===== src/rtl/rnd_word_shifter.sv =====
module rnd_word_shifter #(
   parameter int WORD_W = 8
) (
   input  logic              clk,
   input  logic              rst_n,
   input  logic              shift_en,
   input  logic              bit_in,
   output logic [WORD_W-1:0] word
);
   generate
      if (WORD_W < 2) begin : g_bad_width
         $error("rnd_word_shifter: WORD_W must be at least 2");
      end
   endgenerate

   always_ff @(posedge clk) begin
      if (!rst_n) begin
         word <= '0;
      end else if (shift_en) begin
         word <= {word[WORD_W-2:0], bit_in};
      end
   end
endmodule


===== src/rtl/thermo_decoder.sv =====
module thermo_decoder #(
   parameter int SEL_W   = 3,
   parameter int N_LINES = 8
) (
   input  logic [SEL_W-1:0]   sel,
   input  logic               gate,
   output logic [N_LINES-1:0] lines
);
   localparam int MAX_CNT = (1 << SEL_W) - 1;

   generate
      if (N_LINES < MAX_CNT) begin : g_bad_lines
         $error("thermo_decoder: N_LINES too small for SEL_W");
      end
      for (genvar i = 0; i < N_LINES; i++) begin : g_line
         if (i >= MAX_CNT) begin : g_unused
            assign lines[i] = 1'b0;
         end else begin : g_used
            assign lines[i] = gate && (int'(sel) > i);
         end
      end
   endgenerate
endmodule


===== src/rtl/load_cell_array.sv =====
module load_cell_array #(
   parameter int N_CELLS = 8
) (
   input  logic               clk,
   input  logic               rst_n,
   input  logic [N_CELLS-1:0] cell_en,
   output logic [N_CELLS-1:0] cell_q
);
   generate
      for (genvar i = 0; i < N_CELLS; i++) begin : g_cell
         always_ff @(posedge clk) begin
            if (!rst_n) begin
               cell_q[i] <= 1'b0;
            end else if (cell_en[i]) begin
               cell_q[i] <= ~cell_q[i];
            end
         end
      end
   endgenerate
endmodule


===== src/rtl/rnd_load_ctrl.sv =====
module rnd_load_ctrl #(
   parameter int WORD_W  = 8,
   parameter int SEL_W   = 3,
   parameter int N_LOADS = 8
) (
   input  logic               clk,
   input  logic               rst_n,
   input  logic               en,
   input  logic               rnd_bit,
   output logic [N_LOADS-1:0] load_en,
   output logic [N_LOADS-1:0] load_q
);
   localparam int MAX_ACTIVE = (1 << SEL_W) - 1;

   generate
      if (SEL_W > WORD_W) begin : g_bad_sel
         $error("rnd_load_ctrl: SEL_W exceeds WORD_W");
      end
      if (N_LOADS < MAX_ACTIVE) begin : g_bad_loads
         $error("rnd_load_ctrl: N_LOADS below decoder range");
      end
   endgenerate

   logic [WORD_W-1:0] word;

   rnd_word_shifter #(.WORD_W(WORD_W)) u_shift (
      .clk      (clk),
      .rst_n    (rst_n),
      .shift_en (en),
      .bit_in   (rnd_bit),
      .word     (word)
   );

   thermo_decoder #(.SEL_W(SEL_W), .N_LINES(N_LOADS)) u_dec (
      .sel   (word[SEL_W-1:0]),
      .gate  (en),
      .lines (load_en)
   );

   load_cell_array #(.N_CELLS(N_LOADS)) u_cells (
      .clk     (clk),
      .rst_n   (rst_n),
      .cell_en (load_en),
      .cell_q  (load_q)
   );
endmodule


===== config.mk =====
export PLATFORM = sky130hd
export DESIGN_NAME = rnd_load_ctrl
export DESIGN_NICKNAME = d
export VERILOG_FILES = /design/src/rtl/rnd_word_shifter.sv /design/src/rtl/thermo_decoder.sv /design/src/rtl/load_cell_array.sv /design/src/rtl/rnd_load_ctrl.sv
export SDC_FILE = /design/constraint.sdc
export NUM_CORES = 1
export LEC_CHECK = 0
export BUFFER_PORTS_ARGS = -buffer_cell sky130_fd_sc_hd__buf_4
export CAP_MARGIN = 30
export CORE_MARGIN = 4
export CORE_UTILIZATION = 30
export DETAILED_ROUTE_END_ITERATION = 8
export GPL_TIMING_DRIVEN = 0
export PLACE_DENSITY = 0.64
export SYNTH_ARGS = -nofsm -noshare
export SYNTH_HDL_FRONTEND = slang
export SYNTH_SLANG_ARGS = --single-unit

===== constraint.sdc =====
create_clock -name clk -period 1.1 [get_ports clk]
set_input_delay 0.11 -clock clk [delete_from_list [all_inputs] [get_ports clk]]
set_output_delay 0.11 -clock clk [all_outputs]
set_load 0.03 [all_outputs]

==> results of run 1 <==
-- state kept, by name, summed over array words and instances, names as in the netlist --
register,count
u_cells.cell_q,7
u_shift.word,3
-- path summary, 6_finish.rpt --
path / start / end / depth (start not counted) / slack, ns
setup / recovery: u_shift.word[2]$_SDFFE_PN0P_ / load_en[0] / 2 / -0.12
hold / removal: rnd_bit / u_shift.word[0]$_SDFFE_PN0P_ / 3 / 0.11
setup reg to reg: u_shift.word[2]$_SDFFE_PN0P_ / u_cells.cell_q[0]$_SDFFE_PN0P_ / 4 / -0.03
hold reg to reg: u_cells.cell_q[2]$_SDFFE_PN0P_ / u_cells.cell_q[2]$_SDFFE_PN0P_ / 2 / 0.47
-- cell usage in the layout, fill, tap and decap left out, types with 2 or more instances in the layout --
master    instances
buf_4            15
buf_6             6
clkbuf_4          3
conb_1            2
dfxtp_1           7
dfxtp_4           3
mux2i_1           4
nor2_4            2
nor2b_1           7
xnor2_1           4
-- critical path: cells and delay by family (launching register included) --
family                 cells  cell delay, ns
flip-flops                 1            0.37
AO/OA/AOI/OAI              1            0.35
buffers and inverters      1            0.14
-- layer usage --
metal  vias up  share of wire (%)
li1        197                  -
met1       166                 46
met2        15                 42
met3         4                8.6
met4         0                2.6
met5         -                  0
-- what timing repair did --
action / 4_1_cts / 5_1_grt
setup buffers: 0 / 2
hold endpoints to repair: 0 / 0
gates resized for setup: 9 / 12
setup endpoints to repair: 8 / 6
gates cloned: 0 / 0
pin swaps: 1 / 2
-- kinds of logic (layout without fill, tap and decap cells) --
family / count (synthesis) / count (layout) / synth area share (%)
other: 1 / 2 / 0.821
AND/OR/NAND/NOR: 17 / 17 / 22.7
buffers and inverters: 5 / 26 / 6.57
XOR/XNOR: 5 / 5 / 9.59
multiplexers: 4 / 4 / 8.77
AO/OA/AOI/OAI: 5 / 5 / 7.67
flip-flops: 10 / 10 / 43.8
-- power by group --
part | total (mW) | internal, mW | switching (mW) | leakage, nW
sequential | 0.382 | 0.367 | 0.0144 | 0.0832
clock | 0.240 | 0.126 | 0.114 | 0.0138
combinational | 0.117 | 0.0574 | 0.0599 | 0.218
-- layout make-up --
type / count / area, um2
well taps: 15 / 18.8
clock buffers: 3 / 22.5
flip-flops and latches: 10 / 211
plain buffers: 4 / 26.3
multi-input cells: 33 / 277
inverters: 1 / 3.75
fillers: 131 / 649
repair buffers: 18 / 158
-- metrics by stage --
step	hold slack [ns]	TNS (ns)	utilization (%)	power [mW]
final	0.111	-0.380	52.5	0.739
after global placement	0.367	0	44.4	0.489
after CTS	0.107	-0.335	48.1	0.733
after floorplan	0.266	0	-	0.462
after detailed placement	0.377	-0.00934	44.4	0.490
after global routing	0.134	-0.740	52.5	0.771
==> impl_metrics.py, run 1 <==
metrics = {
    "outcome": {
        "status": "finished with violations",
        "violations": "negative setup slack",
    },
    "worst_setup_path": {
        "critPathLaunchType": "register",
        "critPathMaxFanout": 7,
        "cpMaxStageDelayCell": "dfxtp_4",
        "critPathArrivalTime_ns": 1.11,
        "cp.required_ns": 0.99,
        "path_class": "register to primary output",
        "critPathCaptureType": "primary output",
        "cpPeakStageDelay_ns": 0.37,
        "cp_cell_sequence": "o31a_4 -> buf_6",
    },
    "drt": {
        "wl_per_cell_um": 10.5,
        "viasPerCell": 4.55,
        "firstDrtPassIters": 1,
        "wl_um": 880,
        "ant_nets": 0,
        "drtIter0Drc": 0,
        "drc": 0,
        "via_count": 382,
    },
    "power_and_ir_drop": {
        "powerDensity_nw_per_um2": 1030,
        "p_leak_nw": 0.316,
        "peakVddDrop_mv": 0.680,
    },
    "grt": {
        "grt_pass1_vias": 323,
        "grt-ovfl-total": 0,
        "grtUsageMet2_pct": 11.7,
        "grt_use_total_pct": 9.02,
        "met3_usage_pct": 3.45,
        "met1_usage_pct": 12.0,
        "grt_max_degree": 11,
        "grt_pass1_wl_um": 1370,
        "top_usage_layer": "met1",
        "antenna_found_initial": 0,
    },
    "cells_and_area": {
        "nNetsFinal": 75,
        "fin_area_um2": 717,
        "synthToLayoutAreaGrowth_pct": 57.0,
        "n_antenna_cell": 0,
        "layout-drive-gt1-share_pct": 53.6,
        "finalNonFillerCells": 84,
    },
    "yosys": {
        "synth_top_area_share_pct": 43.8,
        "synthArstFlopShare_pct": 0,
        "synth.most_common_cell": "dfxtp_1",
        "syn_avg_cell_area_um2": 9.72,
        "synth_largest_area_cell": "dfxtp_1",
        "synth_edf_count": 0,
        "synthCells": 47,
        "synth_area_um2": 457,
        "synth_flop_cell": "dfxtp_1",
        "synth_common_cells": "dfxtp_1 (10), nor2b_1 (8), xnor2_1 (5)",
        "yosysSeqAreaShare_pct": 43.8,
        "ys_ff_latch": 10,
        "synth_cell_types": 21,
        "yosys_warnings": 0,
        "synthTopCellsByArea": "dfxtp_1 (44%), nor2b_1 (11%), xnor2_1 (9.6%)",
    },
    "cts": {
        "cts.htree.levels": 1,
        "ctsLongestPathBuffers": 2,
        "clock_latency_ns": 0.26,
        "cts_tree": "built",
        "cts_root_buffer": "clkbuf_4",
        "clkSinkCount": 10,
        "holdBufCountCts": 0,
        "clk_pin_slew_ns": 0.06,
        "cts_buffers": 3,
    },
    "floorplanning": {
        "die_h_um": 47.0,
        "ios": 20,
        "die_w_um": 47.0,
        "coreArea_um2": 1370,
        "fp-row-count": 13,
        "initial_core_util_pct": 33.4,
        "die_area_um2": 2210,
    },
    "sta": {
        "fmax_ghz": 0.820,
        "setup_viol": 7,
        "maxSlewViolCount": 0,
        "finalHoldViolCount": 0,
        "rsz0062_at_grt": "true",
        "fin_skew_ns": 0.00922,
        "setup_slack_ns": -0.119,
        "fin_crit_ns": 1.22,
        "fin_crit_sh_pct": 111,
    },
    "flow_run": {
        "timing.max_cap.violations": 0,
    },
    "place": {
        "post-place-cells": 79,
        "io_buffers": 16,
        "gp_congestion": 0.644,
        "preCtsSetupSlack_ns": -0.00934,
        "postPlaceCellArea_um2": 607,
    },
    "hold_path": {
        "hp-class": "primary input to register",
    },
}
No activity file was read; power rests on OpenSTA's default activity.
==> run 2, diff against run 1 <==
clock period = 1.5 ns   (was 1.1 ns; I/O delays follow)
==> impl_metrics.py, run 2 (synthesis results as in run 1) <==
metrics = {
    "cts": {
        "clock_latency_ns": 0.26,
        "clk_pin_slew_ns": 0.07,
        "ctsResizeCount": 0,
        "cts_buffers": 3,
        "postCtsSetupRepairBufs": 0,
        "holdBufCountCts": 0,
        "clkSinkCount": 10,
        "cts_root_buffer": "clkbuf_4",
        "cts.htree.levels": 1,
        "cts_tree": "built",
        "ctsLongestPathBuffers": 2,
    },
    "cells_and_area": {
        "nNetsFinal": 73,
        "n_antenna_cell": 0,
        "largest_reg_flops": 7,
        "final_common_cell": "buf_4",
        "synthToLayoutAreaGrowth_pct": 39.2,
        "layout-drive-gt1-share_pct": 39.7,
        "layout_common_cells": "buf_4 (19), dfxtp_1 (10), nor2b_1 (8)",
        "top_register": "u_cells.cell_q",
        "top_regs": "u_cells.cell_q x7, u_shift.word x3",
    },
    "grt": {
        "met1_usage_pct": 11.0,
        "grt_use_total_pct": 8.46,
        "grt_max_degree": 11,
        "met3_usage_pct": 3.83,
        "antenna_found_initial": 0,
        "top_usage_layer": "met2",
        "grt-ovfl-total": 0,
        "grtUsageMet2_pct": 11.4,
        "grt_pass1_wl_um": 1270,
        "grt_pass1_vias": 275,
    },
    "floorplanning": {
        "die_h_um": 47.0,
        "ios": 20,
        "die_w_um": 47.0,
        "fp-row-count": 13,
        "coreArea_um2": 1370,
        "die_area_um2": 2210,
        "initial_core_util_pct": 33.4,
    },
    "place": {
        "io_buffers": 16,
        "preCtsSetupSlack_ns": 0.402,
        "gp_congestion": 0.658,
        "hpwlAfterDp_um": 624,
    },
    "worst_setup_path": {
        "cpPeakStageDelay_ns": 0.46,
        "reg2reg_depth": 3,
        "path_class": "register to primary output",
        "critPathArrivalTime_ns": 1.21,
        "cpMaxStageDelayCell": "dfxtp_1",
        "reg2reg_slack_ns": 0.36,
        "cp.required_ns": 1.35,
        "critPathMaxFanout": 8,
        "critPathCaptureType": "primary output",
        "critPathLaunchType": "register",
        "r2r_start": "u_shift.word[2]$_SDFFE_PN0P_",
        "cp_cell_sequence": "a21oi_1 -> nor2b_1 -> buf_4",
        "r2r_end": "u_cells.cell_q[4]$_SDFFE_PN0P_",
    },
    "power_and_ir_drop": {
        "pwr-share-clk_pct": 41.2,
        "p_int_mw": 0.452,
        "peakVddDrop_mv": 0.471,
        "swShare_pct": 24.5,
        "combPwrFrac_pct": 12.0,
        "p_leak_nw": 0.286,
        "pwr-share-seq_pct": 46.7,
        "powerDensity_nw_per_um2": 942,
        "power_switching_mw": 0.147,
    },
    "drt": {
        "drtIter0Drc": 3,
        "drc": 0,
        "ant_nets": 0,
        "wl_um": 869,
        "wl_per_cell_um": 10.5,
        "viasPerCell": 4.27,
        "via_count": 354,
        "firstDrtPassIters": 3,
    },
    "hold_path": {
        "hp-class": "primary input to register",
        "hp-start": "rnd_bit",
        "holdPathEnd": "u_shift.word[0]$_SDFFE_PN0P_",
        "hold_depth": 3,
    },
    "sta": {
        "fin_skew_ns": 0.000741,
        "fin_crit_ns": 1.36,
        "fin_crit_sh_pct": 90.6,
        "setup_viol": 0,
        "fmax_ghz": 0.736,
        "holdWs_ns": 0.158,
        "finalHoldViolCount": 0,
        "tns_ns": 0,
        "maxSlewViolCount": 0,
        "setup_slack_ns": 0.141,
        "rsz0062_at_grt": "false",
    },
    "outcome": {
        "status": "finished clean",
    },
    "flow_run": {
        "timing.max_cap.violations": 0,
    },
}
==> run 2: worst max path at each step <==
stage	from	endpoint	slack [ns]	depth (start not counted)
after floorplan	u_shift.word[1]$_SDFFE_PN0P_	u_cells.cell_q[2]$_SDFFE_PN0P_	0.21	3
after global placement	u_shift.word[1]$_SDFFE_PN0P_	load_en[2]	0.41	3
after detailed placement	u_shift.word[2]$_SDFFE_PN0P_	u_cells.cell_q[4]$_SDFFE_PN0P_	0.40	3
after CTS	u_shift.word[1]$_SDFFE_PN0P_	load_en[2]	0.12	3
after global routing	u_shift.word[1]$_SDFFE_PN0P_	load_en[2]	0.01	3
final	u_shift.word[1]$_SDFFE_PN0P_	load_en[2]	0.14	3
==> run 2: metrics by stage <==
| stage | total power [mW] | cells | utilization, % | instance area (um2) |
|---|---|---|---|---|
| 6_report | 0.599 | 83 | 46.5 | 636 |
| 5_1_grt | 0.627 | 83 | 46.5 | 636 |
| 4_1_cts | 0.607 | 83 | 46.5 | 636 |
| 3_5_place_dp | 0.358 | 79 | 43.9 | 599 |
| 3_3_place_gp | 0.357 | 79 | 43.9 | 599 |
| 2_1_floorplan | 0.337 | 48 | - | 460 |
==> run 2: final cells by class <==
type	instances	area (um2)
multi-input cells	33	230
clock buffers	4	36.3
plain buffers	4	26.3
flip-flops and latches	10	200
well taps	15	18.8
inverters	1	3.75
repair buffers	16	120
fillers	152	731
==> run 2: layer usage <==
metal	share of wire (%)	vias to the layer above	wire (um)
li1	-	190	-
met1	49	150	425
met2	40	12	351
met3	9.7	2	84
met4	0.92	0	8
met5	0	-	0
==> run 2: power by group through the flow <==
stage	registers (mW)	clock network [mW]	logic, mW
floorplan	0.292	0	0.0453
global placement	0.286	0	0.0715
detailed placement	0.286	0	0.0721
CTS	0.280	0.255	0.0724
global route	0.281	0.269	0.0772
finish	0.280	0.247	0.0720
==> run 2: critical path, delay by kind of cell (launching register included) <==
kind	cells	cell delay, ns
flops	1	0.46
buf+inv	1	0.20
simple gates	1	0.19
compound gates	1	0.10
